File: config.mk
export PLATFORM = sky130hd
export DESIGN_NAME = opnd_shifter
export DESIGN_NICKNAME = d
export VERILOG_FILES = /design/src/rtl/opg_pkg.sv /design/src/rtl/opg_imm_rot.sv /design/src/rtl/opg_barrel.sv /design/src/rtl/opnd_shifter.sv
export SDC_FILE = /design/constraint.sdc
export NUM_CORES = 1
export LEC_CHECK = 0
export ABC_AREA = 1
export BUFFER_PORTS_ARGS = -buffer_cell sky130_fd_sc_hd__buf_4
export CORE_MARGIN = 1
export CORE_UTILIZATION = 25
export DETAILED_ROUTE_END_ITERATION = 12
export PLACE_DENSITY = 0.39
export SETUP_SLACK_MARGIN = 0.5
export SYNTH_ARGS = -nofsm -noshare
export SYNTH_HDL_FRONTEND = slang
export SYNTH_SLANG_ARGS = --single-unit
File: constraint.sdc
create_clock -name clk -period 0.8 [get_ports clk]
set_input_delay 0.04 -clock clk [delete_from_list [all_inputs] [get_ports clk]]
set_output_delay 0.04 -clock clk [all_outputs]
set_load 0.05 [all_outputs]
File: src/rtl/opg_pkg.sv
package opg_pkg;
   localparam int WORD_W   = 32;
   localparam int IMM_W    = 8;
   localparam int ROT_W    = 4;
   localparam int SAMT_W   = 5;
   localparam int RAMT_W   = 8;

   // instruction field positions (decoded by this block)
   localparam int POS_IFORM = 25;
   localparam int POS_RFORM = 4;
   localparam int POS_ROT   = 8;
   localparam int POS_SAMT  = 7;
   localparam int POS_KIND  = 5;

   typedef enum logic [1:0] {
      SH_LSL = 2'b00,
      SH_LSR = 2'b01,
      SH_ASR = 2'b10,
      SH_ROR = 2'b11
   } shift_kind_e;
endpackage

File: src/rtl/opg_imm_rot.sv
module opg_imm_rot #(
   parameter int WORD_W = 32,
   parameter int IMM_W  = 8,
   parameter int ROT_W  = 4
) (
   input  logic [IMM_W-1:0]  imm,
   input  logic [ROT_W-1:0]  rot,
   input  logic              c_in,
   output logic [WORD_W-1:0] val,
   output logic              c_out
);
   localparam int AMT_W = ROT_W + 1;

   if (IMM_W > WORD_W) begin : g_bad_imm
      $error("opg_imm_rot: IMM_W must not exceed WORD_W");
   end
   if (2 * ((1 << ROT_W) - 1) >= WORD_W) begin : g_bad_rot
      $error("opg_imm_rot: rotate range exceeds word");
   end

   logic [WORD_W-1:0] ext;
   logic [AMT_W-1:0]  amt;

   always_comb begin
      ext = WORD_W'(imm);
      amt = {rot, 1'b0};
      if (amt == '0) begin
         val   = ext;
         c_out = c_in;
      end else begin
         val   = (ext >> amt) | (ext << (WORD_W - int'(amt)));
         c_out = val[WORD_W-1];
      end
   end
endmodule

File: src/rtl/opg_barrel.sv
module opg_barrel
   import opg_pkg::*;
#(
   parameter int WORD_W = 32,
   parameter int AMT_W  = 8
) (
   input  logic [WORD_W-1:0] val,
   input  logic              c_in,
   input  shift_kind_e       kind,
   input  logic [AMT_W-1:0]  amt,
   input  logic              rrx,
   output logic [WORD_W-1:0] res,
   output logic              c_out
);
   localparam int LG = $clog2(WORD_W);

   if ((1 << LG) != WORD_W) begin : g_bad_word
      $error("opg_barrel: WORD_W must be a power of two");
   end
   if ((1 << AMT_W) <= WORD_W) begin : g_bad_amt
      $error("opg_barrel: AMT_W too narrow to express a full-word shift");
   end

   logic                big;
   logic [LG:0]         sh;
   logic [LG-1:0]       rmod;
   logic [WORD_W:0]     wide;
   logic signed [WORD_W:0] swide;

   always_comb begin
      big   = amt > AMT_W'(WORD_W);
      sh    = big ? (LG+1)'(WORD_W) : amt[LG:0];
      rmod  = amt[LG-1:0];
      wide  = '0;
      swide = '0;
      res   = val;
      c_out = c_in;
      if (rrx) begin
         res   = {c_in, val[WORD_W-1:1]};
         c_out = val[0];
      end else if (amt != '0) begin
         unique case (kind)
            SH_LSL: begin
               wide = {1'b0, val} << sh;
               res  = big ? '0 : wide[WORD_W-1:0];
               c_out = big ? 1'b0 : wide[WORD_W];
            end
            SH_LSR: begin
               wide = {val, 1'b0} >> sh;
               res  = big ? '0 : wide[WORD_W:1];
               c_out = big ? 1'b0 : wide[0];
            end
            SH_ASR: begin
               swide = $signed({val, 1'b0}) >>> sh;
               res   = swide[WORD_W:1];
               c_out = swide[0];
            end
            SH_ROR: begin
               if (rmod == '0) begin
                  res   = val;
                  c_out = val[WORD_W-1];
               end else begin
                  res   = (val >> rmod) | (val << ((LG+1)'(WORD_W) - {1'b0, rmod}));
                  c_out = res[WORD_W-1];
               end
            end
            default: ;
         endcase
      end
   end
endmodule

File: src/rtl/opnd_shifter.sv
module opnd_shifter
   import opg_pkg::*;
#(
   parameter bit REG_OUT = 1'b1
) (
   input  logic              clk,
   input  logic              rst_n,
   input  logic [31:0]       instr,
   input  logic [31:0]       rm_val,
   input  logic [31:0]       rs_val,
   input  logic              c_in,
   output logic [31:0]       opnd,
   output logic              c_out
);
   if (WORD_W != 32) begin : g_bad_word
      $error("opnd_shifter: encoding is fixed to a 32-bit word");
   end

   logic              imm_form, by_reg, b_rrx;
   shift_kind_e       kind;
   logic [SAMT_W-1:0] imm_amt;
   logic [RAMT_W-1:0] b_amt;
   logic [WORD_W-1:0] rot_val, bar_val, comb_val;
   logic              rot_c, bar_c, comb_c;
   logic              unused_bits;

   assign imm_form    = instr[POS_IFORM];
   assign by_reg      = instr[POS_RFORM];
   assign kind        = shift_kind_e'(instr[POS_KIND +: 2]);
   assign imm_amt     = instr[POS_SAMT +: SAMT_W];
   assign unused_bits = ^{instr[31:26], instr[24:12], rs_val[WORD_W-1:RAMT_W]};

   always_comb begin
      b_rrx = 1'b0;
      if (by_reg) begin
         b_amt = rs_val[RAMT_W-1:0];
      end else if (imm_amt == '0 && (kind == SH_LSR || kind == SH_ASR)) begin
         b_amt = RAMT_W'(WORD_W);
      end else begin
         b_amt = RAMT_W'(imm_amt);
         b_rrx = (imm_amt == '0) && (kind == SH_ROR);
      end
   end

   opg_imm_rot #(.WORD_W(WORD_W), .IMM_W(IMM_W), .ROT_W(ROT_W)) u_rot (
      .imm   (instr[IMM_W-1:0]),
      .rot   (instr[POS_ROT +: ROT_W]),
      .c_in  (c_in),
      .val   (rot_val),
      .c_out (rot_c)
   );

   opg_barrel #(.WORD_W(WORD_W), .AMT_W(RAMT_W)) u_bar (
      .val   (rm_val),
      .c_in  (c_in),
      .kind  (kind),
      .amt   (b_amt),
      .rrx   (b_rrx),
      .res   (bar_val),
      .c_out (bar_c)
   );

   assign comb_val = imm_form ? rot_val : bar_val;
   assign comb_c   = imm_form ? rot_c   : bar_c;

   if (REG_OUT) begin : g_reg
      always_ff @(posedge clk or negedge rst_n) begin
         if (!rst_n) begin
            opnd  <= '0;
            c_out <= 1'b0;
         end else begin
            opnd  <= comb_val;
            c_out <= comb_c;
         end
      end

      reg_stage_chk: assert property (@(posedge clk) disable iff (!rst_n)
         $past(rst_n) |-> (opnd == $past(comb_val) && c_out == $past(comb_c)));
   end else begin : g_comb
      assign opnd  = comb_val;
      assign c_out = comb_c;
   end


   imm_popcount_chk: assert property (@(posedge clk) disable iff (!rst_n)
      imm_form |-> $countones(comb_val) == $countones(instr[IMM_W-1:0]));

   imm_rot0_carry_chk: assert property (@(posedge clk) disable iff (!rst_n)
      (imm_form && instr[POS_ROT +: ROT_W] == '0) |-> comb_c == c_in);

   lsl0_pass_chk: assert property (@(posedge clk) disable iff (!rst_n)
      (!imm_form && !by_reg && kind == SH_LSL && imm_amt == '0)
         |-> (comb_val == rm_val && comb_c == c_in));

   rrx_chk: assert property (@(posedge clk) disable iff (!rst_n)
      (!imm_form && !by_reg && kind == SH_ROR && imm_amt == '0)
         |-> (comb_val[WORD_W-2:0] == rm_val[WORD_W-1:1] && comb_val[WORD_W-1] == c_in
              && comb_c == rm_val[0]));

   reg_zero_chk: assert property (@(posedge clk) disable iff (!rst_n)
      (!imm_form && by_reg && rs_val[RAMT_W-1:0] == '0)
         |-> (comb_val == rm_val && comb_c == c_in));

   reg_far_chk: assert property (@(posedge clk) disable iff (!rst_n)
      (!imm_form && by_reg && rs_val[RAMT_W-1:0] > RAMT_W'(WORD_W)
       && (kind == SH_LSL || kind == SH_LSR)) |-> (comb_val == '0 && !comb_c));
endmodule

==> results.py, run 1 <==
metrics = {
    "status": {
        "status": "finished, violations left",
        "violations": "negative hold slack, negative setup slack",
    },
    "place": {
        "post-place-ws_ns": -2.63,
        "gp_congestion": 1.06,
        "dp_hpwl_mm": 65.6,
        "place_area_um2": 16300,
        "io_buffers": 88,
    },
    "detailed_routing": {
        "drt_wl_total_mm": 82.8,
        "wire_per_inst_um": 24.4,
        "via_per_inst": 5.51,
        "drt_iter0_markers": 2542,
        "first_pass_iters": 6,
        "vias": 18712,
        "drc_errors": 0,
        "antenna_left": 0,
    },
    "power_and_ir_drop": {
        "p_per_area_nw_per_um2": 1250,
        "power.leakage_uw": 0.0102,
        "ir_drop_uv": 892,
    },
    "worst_setup_path": {
        "crit_fanout": 8,
        "worstPathRequired_ns": 1.01,
        "end_kind": "flop",
        "crit_arrival_ns": 2.87,
        "timing_worst_setup_path_type": "in -> reg",
        "setup.worst_path.start_class": "input pin",
    },
    "synthesis": {
        "synth_fa_ha_area_frac": 0.00689,
        "synth-seq-cells": 33,
        "avgSynthCellArea_um2": 4.97,
        "synth_area_um2": 10900,
        "synthMuxAreaShare": 0.00643,
        "synth_top_family_by_area": "simple AND/OR/NAND/NOR gates",
        "ys_types": 48,
        "synthMostInstantiatedCell": "nand2_1",
        "synthTopCellsByCount": "nand2_1 (794), nand3_1 (401), o21ai_0 (217)",
        "synth_edf_count": 0,
        "synth-warning-count": 0,
        "synth_top_area_frac": 0.274,
        "synthesis.nets": 2297,
        "synth_xor_area_frac": 0.000804,
        "synthSimpleGateAreaFrac": 0.535,
        "synth_flop_cell": "dfrtp_1",
        "synth_cells": 2192,
        "synth_compound_area_frac": 0.246,
        "async_reset_ff_frac": 1.00,
        "synthTopCellsByArea": "nand2_1 (27%), nand3_1 (18%), o21ai_0 (10%), dfrtp_1 (7.6%), inv_1 (5.3%)",
        "synth_top_cell_by_area": "nand2_1",
        "ys_seq_area_frac": 0.0758,
    },
    "finish": {
        "fin_area_um2": 20400,
        "fin_util": 0.475,
        "fin_nets": 2913,
        "diodes": 0,
        "fillCellCount": 4547,
        "layout-drive-gt1-share": 0.463,
        "area_growth_pct": 87.5,
    },
    "floorplan": {
        "fp.coreArea_um2": 43000,
        "die_y_um": 211,
        "die-area_um2": 44400,
        "initial_utilization": 0.253,
        "ioPinCount": 132,
        "std_cell_rows": 76,
        "die_x_um": 211,
    },
    "grt": {
        "antenna_found_initial": 0,
        "grtUsageTotal": 0.359,
        "first_global_vias": 17427,
        "overflow": 0,
        "grt_pass1_wl_mm": 117,
        "grt_max_degree": 52,
    },
    "clock_network": {
        "clock_sinks": 33,
        "cts.clk_slew.worst_paths_ns": 0.06,
        "cts_buffers": 5,
        "cts-htree-levels": 2,
        "cts_root_buffer": "clkbuf_16",
        "cts_tree": "built",
        "clockBufferDepth": 2,
    },
    "sta": {
        "hold_viol_final": 33,
        "setup_violations": 66,
        "slew_headroom": 0.566,
        "hold_ws_ns": -0.286,
        "rsz0062_at_grt": "true",
        "max_freq_ghz": 0.376,
        "worst_pin_slew_ns": 0.649,
        "setup_ws_ns": -1.86,
        "report.final.slew_viol_count": 0,
        "fin_crit_sh": 3.32,
        "fin_crit_ns": 2.66,
    },
    "flow_run": {
        "maxCapViolations": 0,
    },
    "worst_hold_path": {
        "hp-class": "in -> async",
    },
}
==> critical path, stage by stage <==
cell	delay, ns
buf_12	0.12
inv_8	0.04
nand2_8	0.07
nand2_8	0.10
nor2_4	0.15
buf_6	0.11
nand3_4	0.12
nand2_8	0.20
buf_6	0.15
inv_6	0.04
nor2_4	0.16
inv_4	0.09
buf_12	0.16
buf_8	0.12
nand3_2	0.06
nand2_2	0.05
o211ai_1	0.52
nand2_1	0.17
nand2_1	0.11
nand2_1	0.06
nand3_1	0.06
nand2_1	0.06
nand2_1	0.05
==> kinds of logic (layout without fill, tap and decap cells) <==
kind of cell | after synthesis | in the layout
buffers and inverters | 326 | 941
AND/OR/NAND/NOR | 1350 | 1352
AO/OA/AOI/OAI | 469 | 469
flip-flops | 33 | 33
XOR/XNOR | 1 | 1
multiplexers | 7 | 7
adder cells (fa/ha/maj) | 6 | 6
==> power by group <==
| part | internal (µW) | switching, µW |
|---|---|---|
| clock | 1560 | 712 |
| sequential | 1940 | 146 |
| combinational | 8500 | 12600 |
==> per-layer routing <==
metal  vias to the layer above  global-route usage  wire length (µm)
met4                         0               0.122              3720
met3                       200              0.0688              8680
met2                      1070               0.552             34900
met5                         -                   0                 0
li1                       8633                   -                 -
met1                      8809               0.497             35400
==> state kept, by name, indices dropped and copies added (netlist names) <==
signal  count
opnd       32
c_out       1
==> path summary, 6_finish.rpt <==
check	startpoint	to	slack, ns	cells after the start
max	instr[4]	opnd[27]	-1.86	23
min	rst_n	opnd[15]	-0.29	1
max in group asynchronous	rst_n	opnd[16]	0.74	1
min in group clk	c_in	c_out	0.16	3
==> through the flow <==
step | power [µW] | TNS (ns) | std cells
after global placement | 18500 | -74.55 | 3287
after global routing | 26600 | -62.44 | 3394
after CTS | 23800 | -56.69 | 3362
final | 25500 | -59.00 | 3394
after floorplan | 10300 | -41.95 | 2192
after detailed placement | 18400 | -74.57 | 3287
==> cell usage in the layout (no fill, tap or decap), drive strengths merged, types with 2 or more instances in the layout <==
| master | Yosys | routed |
|---|---|---|
| nand2 | 806 | 808 |
| mux2i | 7 | 7 |
| a32oi | 7 | 7 |
| clkbuf | 74 | 10 |
| and2 | 8 | 8 |
| o31ai | 4 | 4 |
| o21bai | 3 | 3 |
| o221ai | 2 | 2 |
| nand3 | 411 | 411 |
| o2111ai | 12 | 12 |
| a21boi | 2 | 2 |
| nor3 | 7 | 7 |
| a21oi | 92 | 92 |
| o311ai | 2 | 2 |
| nand4 | 16 | 16 |
| or2 | 16 | 16 |
| ha | 6 | 6 |
| o211ai | 63 | 63 |
| a31oi | 6 | 6 |
| o21ai | 272 | 272 |
| nor2 | 81 | 81 |
| dfrtp | 33 | 33 |
| a22oi | 2 | 2 |
| bufbuf | 0 | 6 |
| nand3b | 3 | 3 |
| buf | 82 | 754 |
| clkinv | 4 | 4 |
| inv | 166 | 166 |
| a221o | 2 | 2 |
==> cell type report <==
| class | instances | area, µm² | area share |
|---|---|---|---|
| tap | 585 | 732 | 0.0358 |
| timing repair buffer | 763 | 7010 | 0.343 |
| multi-input combinational | 1835 | 10900 | 0.535 |
| clock inverter | 1 | 30.0 | 0.00147 |
| clock buffer | 7 | 143 | 0.00698 |
| sequential | 33 | 866 | 0.0424 |
| inverter | 170 | 706 | 0.0345 |
==> repair_timing <==
action                                  CTS  global route
endpoints found under the setup margin   66            66
gates cloned                             17             4
gates resized for setup                 555           199
buffers inserted                         50            28
pin swaps                               180           135
hold endpoints to repair                 33            33
(Power assumes the default switching activity.)
==> run 2, diff against run 1 <==
--- a/config.mk
+++ b/config.mk
@@ -9,9 +9,11 @@
 export BUFFER_PORTS_ARGS = -buffer_cell sky130_fd_sc_hd__buf_4
 export CORE_MARGIN = 1
 export CORE_UTILIZATION = 25
+export CTS_BUF_LIST = sky130_fd_sc_hd__clkbuf_16
 export DETAILED_ROUTE_END_ITERATION = 12
 export PLACE_DENSITY = 0.39
 export SETUP_SLACK_MARGIN = 0.5
 export SYNTH_ARGS = -nofsm -noshare
 export SYNTH_HDL_FRONTEND = slang
+export SYNTH_HIERARCHICAL = 1
 export SYNTH_SLANG_ARGS = --single-unit
==> constraint.sdc (replaced) <==
create_clock -name clk -period 0.8 [get_ports clk]
set_input_delay 0.04 -clock clk [delete_from_list [all_inputs] [get_ports clk]]
set_output_delay 0.04 -clock clk [all_outputs]
set_load 0.005 [all_outputs]
==> results.py, run 2 <==
metrics = {
    "status": {
        "status": "finished, violations left",
        "violations": "negative hold slack, negative setup slack",
    },
    "worst_setup_path": {
        "crit_arrival_ns": 2.88,
        "setup.worst_path.start_class": "input pin",
        "crit_path_max_incr_delay_ns": 0.33,
        "timing_worst_setup_path_type": "in -> reg",
        "worstPathRequired_ns": 0.98,
        "slowest_stage": "nand3b_1",
        "crit_chain": "buf_12 > inv_8 > nand2_8 > nand2_8 > inv_4 > ha_4 > buf_6 > xnor2_4 > buf_12 > buf_4 > buf_16 > o21ai_2 > buf_4 > nor2_1 > nand2_1 > nand2_1 > nand3b_1 > a21oi_2 > nand3_1 > o21ai_2 > nand2_1 > mux2_4",
        "end_kind": "flop",
        "crit_top_cell": "nand2_1",
        "crit_fanout": 6,
    },
    "grt": {
        "antenna_found_initial": 0,
        "grtUsageTotal": 0.336,
        "grt_use_met1": 0.455,
        "grt_pass1_wl_mm": 111,
        "grt_max_degree": 41,
        "first_global_vias": 16757,
        "grt.met2_usage": 0.537,
        "busiest_layer": "met2",
        "grt_use_met3": 0.0306,
        "overflow": 0,
    },
    "synthesis": {
        "synth_top_cell_by_area": "nand2_1",
        "synth-warning-count": 6,
        "synth_fa_ha_area_frac": 0.00454,
        "synth_area_um2": 11000,
        "synth_flop_cell": "dfrtp_1",
        "synth_xor_area_frac": 0.000795,
        "async_reset_ff_frac": 1.00,
        "ys_seq_area_frac": 0.0750,
        "synth_top_family_by_area": "simple AND/OR/NAND/NOR gates",
        "ys_types": 48,
        "synth_cells": 2099,
        "synth_compound_area_frac": 0.221,
        "synthTopCellsByArea": "nand2_1 (24%), nand3_1 (17%), dfrtp_1 (7.5%), o21ai_0 (7.0%), a21oi_1 (6.1%)",
        "synth_edf_count": 0,
        "synth_top_area_frac": 0.240,
        "synthMostInstantiatedCell": "nand2_1",
        "avgSynthCellArea_um2": 5.25,
        "synthSimpleGateAreaFrac": 0.526,
        "synth-seq-cells": 33,
        "synthesis.nets": 2202,
        "synthTopCellsByCount": "nand2_1 (704), nand3_1 (384), o21ai_0 (155)",
        "synthMuxAreaShare": 0.0567,
    },
    "floorplan": {
        "ioPinCount": 132,
        "die_x_um": 212,
        "initial_utilization": 0.255,
        "fp.coreArea_um2": 43300,
        "die_y_um": 212,
        "die-area_um2": 44900,
        "std_cell_rows": 76,
    },
    "clock_network": {
        "cts_buffers": 5,
        "clock_sinks": 33,
        "cts.clk_slew.worst_paths_ns": 0.07,
        "cts_root_buffer": "clkbuf_16",
        "clockBufferDepth": 2,
        "cts-htree-levels": 2,
        "cts_tree": "built",
    },
    "sta": {
        "fin_crit_sh": 3.38,
        "slew_headroom": 0.636,
        "worst_pin_slew_ns": 0.545,
        "setup_violations": 65,
        "hold_ws_ns": -0.286,
        "setup_ws_ns": -1.90,
        "report.final.slew_viol_count": 0,
        "max_freq_ghz": 0.370,
        "hold_viol_final": 33,
        "rsz0062_at_grt": "true",
        "fin_crit_ns": 2.70,
    },
    "finish": {
        "fin_util": 0.436,
        "fillCellCount": 4659,
        "fin_nets": 2708,
        "final_cell_mix": "nand2_1 (581), buf_4 (510), nand3_1 (267)",
        "largest_reg_flops": 32,
        "reg_top3": "opnd (32), c_out (1)",
        "layout-drive-gt1-share": 0.424,
        "regMostFlops": "opnd",
        "final_common_cell": "nand2_1",
        "area_growth_pct": 71.3,
        "diodes": 0,
        "instances_no_fill": 3191,
    },
    "flow_run": {
        "maxCapViolations": 0,
    },
    "detailed_routing": {
        "first_pass_iters": 5,
        "vias": 17788,
        "via_per_inst": 5.57,
        "antenna_left": 0,
        "drt_iter0_markers": 1998,
        "drt_wl_total_mm": 77.1,
        "drc_errors": 0,
        "wire_per_inst_um": 24.2,
    },
    "place": {
        "io_buffers": 88,
        "gp_congestion": 1.08,
        "placed_cells": 3101,
        "dp_hpwl_mm": 61.5,
    },
    "power_and_ir_drop": {
        "p_per_area_nw_per_um2": 1240,
        "total_power_uw": 23400,
        "ir_drop_uv": 764,
        "power.leakage_uw": 0.00921,
    },
    "worst_hold_path": {
        "hp-class": "in -> async",
    },
}
==> run 2: changes by cell type after synthesis, sizes merged, moves of 7 or more <==
cell	previous run	this run
nand3	411	394
mux2i	7	14
a21oi	92	134
nand3b	3	10
nand4	16	32
nor2	81	118
nand2	806	727
o21ai	272	198
a31oi	6	14
a32oi	7	0
mux2	0	33
inv	166	119
==> run 2: layout make-up <==
| type | count | area, µm² | share of cell area |
|---|---|---|---|
| clock buffer | 5 | 125 | 0.00663 |
| clock inverter | 3 | 17.5 | 0.000928 |
| inverter | 119 | 509 | 0.0270 |
| multi-input combinational | 1795 | 10600 | 0.561 |
| sequential | 33 | 828 | 0.0439 |
| tap | 585 | 732 | 0.0388 |
| timing repair buffer | 650 | 6060 | 0.321 |
| timing repair inverter | 1 | 7.51 | 0.000398 |
==> run 2: cells by family (layout without fill, tap and decap cells) <==
kind of cell	count (synthesis)	in the layout
compound gates	434	434
xor+xnor	1	1
fa+ha+maj	4	4
buf+inv	273	778
flops	33	33
mux	47	47
simple gates	1307	1309
==> run 2: routing by layer <==
metal  vias to the layer above  wire length [µm]
li1                       8189                 -
met3                       180              6410
met4                         0              4270
met1                      8425             32600
met5                         -                 0
met2                       994             33800
==> run 2: power breakdown <==
| part | switching (µW) | internal (µW) |
|---|---|---|
| registers | 195 | 1940 |
| logic | 11100 | 8160 |
| clock network | 844 | 1140 |
==> run 2: final timing paths <==
| kind | slack (ns) | from | depth (start not counted) | to |
|---|---|---|---|---|
| min in group clk | 0.12 | instr[25] | 2 | opnd[29] |
| max | -1.90 | instr[4] | 22 | opnd[21] |
| max in group asynchronous | 0.72 | rst_n | 1 | opnd[24] |
| min | -0.29 | rst_n | 1 | opnd[31] |
==> run 2: through the flow <==
stage               setup TNS [ns]  hold slack, ns  cell area, µm²  setup WS [ns]
finish                      -60.41          -0.286           18900          -1.90
global route                -64.61          -0.248           18900          -1.99
CTS                         -59.39          -0.267           18400          -1.85
detailed placement          -77.31          0.0413           15800          -2.62
global placement            -77.25          0.0362           15800          -2.64
floorplan                   -58.24          -0.256           11300          -1.84
==> run 2: worst max-delay path, delay by kind of cell <==
family	cells	cell delay (ns)
compound gates	3	0.58
mux	1	0.26
xor+xnor	1	0.12
simple gates	8	0.80
buf+inv	8	0.89
fa+ha+maj	1	0.17
==> run 2: what timing repair did <==
item	in CTS	in global routing
gates resized for setup	444	99
cloned	13	1
setup endpoints to repair	66	66
pin swaps	174	97
buffers inserted	57	11
hold endpoints to repair	33	33
==> run 3, diff against run 2 <==
--- a/config.mk
+++ b/config.mk
@@ -5,13 +5,13 @@
 export SDC_FILE = /design/constraint.sdc
 export NUM_CORES = 1
 export LEC_CHECK = 0
-export ABC_AREA = 1
+export ABC_AREA = 0
 export BUFFER_PORTS_ARGS = -buffer_cell sky130_fd_sc_hd__buf_4
 export CORE_MARGIN = 1
-export CORE_UTILIZATION = 25
+export CORE_UTILIZATION = 30
 export CTS_BUF_LIST = sky130_fd_sc_hd__clkbuf_16
 export DETAILED_ROUTE_END_ITERATION = 12
-export PLACE_DENSITY = 0.39
+export PLACE_DENSITY = 0.44
 export SETUP_SLACK_MARGIN = 0.5
 export SYNTH_ARGS = -nofsm -noshare
 export SYNTH_HDL_FRONTEND = slang
==> results.py, run 3 <==
metrics = {
    "finish": {
        "fin_nets": 2380,
        "area_growth_pct": 67.0,
        "fillCellCount": 3823,
        "regMostFlops": "opnd",
        "layout-drive-gt1-share": 0.519,
        "reg_top3": "opnd (32), c_out (1)",
        "largest_reg_flops": 32,
        "final_cell_mix": "buf_4 (728), nand2_1 (179), nor2_1 (143)",
        "final_common_cell": "buf_4",
        "fin_area_um2": 19900,
    },
    "worst_setup_path": {
        "end_kind": "flop",
        "worstPathRequired_ns": 0.95,
        "timing_worst_setup_path_type": "in -> reg",
        "setup.worst_path.start_class": "input pin",
        "crit_arrival_ns": 3.58,
        "crit_fanout": 15,
        "crit_start": "instr[4]",
    },
    "grt": {
        "first_global_vias": 16960,
        "overflow": 0,
        "grt_max_degree": 39,
        "antenna_found_initial": 0,
        "grtUsageTotal": 0.429,
        "grt_pass1_wl_mm": 126,
    },
    "power_and_ir_drop": {
        "ir_drop_uv": 651,
        "p_per_area_nw_per_um2": 1240,
        "p_sw_uw": 12100,
        "power.leakage_uw": 0.00851,
        "internal_power_uw": 12700,
        "p_comb_frac": 0.827,
        "clkPwrFrac": 0.088,
        "seq_power_share": 0.085,
        "sw_frac_of_total": 0.487,
    },
    "sta": {
        "worst_pin_slew_ns": 0.695,
        "fin_crit_sh": 4.29,
        "max_freq_ghz": 0.292,
        "fin_crit_ns": 3.43,
        "hold_viol_final": 33,
        "slew_headroom": 0.535,
        "setup_violations": 50,
        "report.final.slew_viol_count": 0,
        "hold_ws_ns": -0.280,
        "rsz0062_at_grt": "true",
        "setup_ws_ns": -2.63,
    },
    "detailed_routing": {
        "via_per_inst": 6.42,
        "drt_iter0_markers": 2665,
        "wire_per_inst_um": 32.1,
        "drc_errors": 0,
        "vias": 17947,
        "first_pass_iters": 5,
        "antenna_left": 0,
        "drt_wl_total_mm": 89.8,
    },
    "floorplan": {
        "std_cell_rows": 72,
        "die_y_um": 201,
        "ioPinCount": 132,
        "die_x_um": 201,
        "initial_utilization": 0.307,
        "fp.coreArea_um2": 38900,
        "die-area_um2": 40600,
    },
    "status": {
        "status": "finished, violations left",
        "violations": "negative hold slack, negative setup slack",
    },
    "clock_network": {
        "clockBufferDepth": 2,
        "cts_tree": "built",
        "cts_buffers": 5,
        "cts-htree-levels": 2,
        "clock_sinks": 33,
        "cts_root_buffer": "clkbuf_16",
        "cts.clk_slew.worst_paths_ns": 0.05,
    },
    "synthesis": {
        "synth_top_cell_by_area": "mux4_2",
        "synth-warning-count": 6,
        "synth_flop_cell": "dfrtp_1",
        "synth_cells": 1644,
        "ys_types": 102,
        "synth_top_area_frac": 0.117,
        "avgSynthCellArea_um2": 7.26,
        "synthesis.nets": 1747,
        "async_reset_ff_frac": 1.00,
        "synthMostInstantiatedCell": "nand2_1",
        "ys_seq_area_frac": 0.0692,
        "synth_edf_count": 0,
        "synth-seq-cells": 33,
        "synth_area_um2": 11900,
        "synthTopCellsByCount": "nand2_1 (185), a21oi_1 (152), nor2_1 (147)",
        "synthTopCellsByArea": "mux4_2 (12%), mux2i_1 (8.8%), dfrtp_1 (6.9%), mux2_2 (6.7%), a21oi_1 (6.4%)",
    },
    "place": {
        "gp_congestion": 1.12,
        "place_area_um2": 17900,
        "dp_hpwl_mm": 72.5,
        "io_buffers": 88,
    },
    "worst_hold_path": {
        "hp-class": "in -> async",
    },
    "flow_run": {
        "maxCapViolations": 0,
    },
}
## run 3: cell types whose count changed after synthesis, sizes merged, moves of 32 or more
cell / before / now
a211oi: 0 / 54
clkbuf: 71 / 118
inv: 119 / 33
mux2: 33 / 71
mux2i: 14 / 105
mux4: 0 / 63
nand2: 727 / 187
nand3: 394 / 31
o211ai: 66 / 34
o21ai: 198 / 126
o22ai: 0 / 33
## run 3: cell families after synthesis
kind of cell,after synthesis,share of synthesized area
simple gates,495,0.192
compound gates,632,0.364
buf+inv,234,0.0906
fa+ha+maj,4,0.00419
mux,239,0.274
flops,33,0.0692
xor+xnor,7,0.00577
## run 3: routing by layer
layer / GRT usage / up-vias / routed length (µm)
met1: 0.596 / 8788 / 37500
met2: 0.627 / 1243 / 37000
met3: 0.104 / 282 / 10000
li1: - / 7634 / -
met5: 0 / - / 0
met4: 0.183 / 0 / 5210
## run 3: final timing paths
path / endpoint / cells past startpoint / slack (ns)
setup / recovery: opnd[6] / 18 / -2.63
hold / removal: opnd[21] / 1 / -0.28
max in group asynchronous: opnd[10] / 1 / 0.73
min in group clk: opnd[13] / 3 / 0.24
## run 3: power groups by stage
stage	clock network, µW	registers (µW)	logic [µW]
after floorplan	0	2060	8030
after global placement	0	2080	17700
after detailed placement	0	2080	17700
after CTS	2200	2100	18900
after global routing	2290	2120	21100
final	2180	2110	20500
## run 3: final cells by class
cell class / count / area [µm²] / share of cell area
Antenna cell: 1 / 2.50 / 0.000126
Clock buffer: 5 / 125 / 0.00628
Clock inverter: 3 / 37.5 / 0.00188
Inverter: 37 / 151 / 0.00760
Multi-Input combinational cell: 1377 / 11300 / 0.568
Sequential cell: 33 / 827 / 0.0415
Tap cell: 518 / 648 / 0.0325
Timing Repair Buffer: 823 / 6810 / 0.342
## run 3: stage by stage
step                      setup slack (ns)  utilization  std cells  power (µW)  setup TNS (ns)
after floorplan                      -2.95            -       1644       10100          -89.63
after global placement               -3.26        0.459       2736       19800          -98.25
after detailed placement             -3.23        0.459       2736       19700          -97.88
after CTS                            -2.52        0.491       2764       23200          -80.55
after global routing                 -2.70        0.512       2796       25500          -84.68
final                                -2.63        0.512       2797       24800          -82.11
## run 3: repair_timing
item,in CTS,in global routing
pin swaps,52,57
hold endpoints to repair,33,33
buffers inserted,20,32
gates resized for setup,198,114
endpoints found under the setup margin,66,66
## run 3: worst max-delay path, cell delays in order
cell and delay, ns:
buf_12 0.11, mux2_4 0.34, inv_8 0.06, ha_4 0.13, buf_6 0.09, buf_8 0.14, nor4b_4 0.29, buf_4 0.21
buf_4 0.14, o21ai_4 0.08, buf_12 0.18, buf_4 0.20, a211oi_1 0.30, a221oi_2 0.12, buf_4 0.18, a311oi_1 0.41
a31oi_2 0.21, mux2_2 0.31
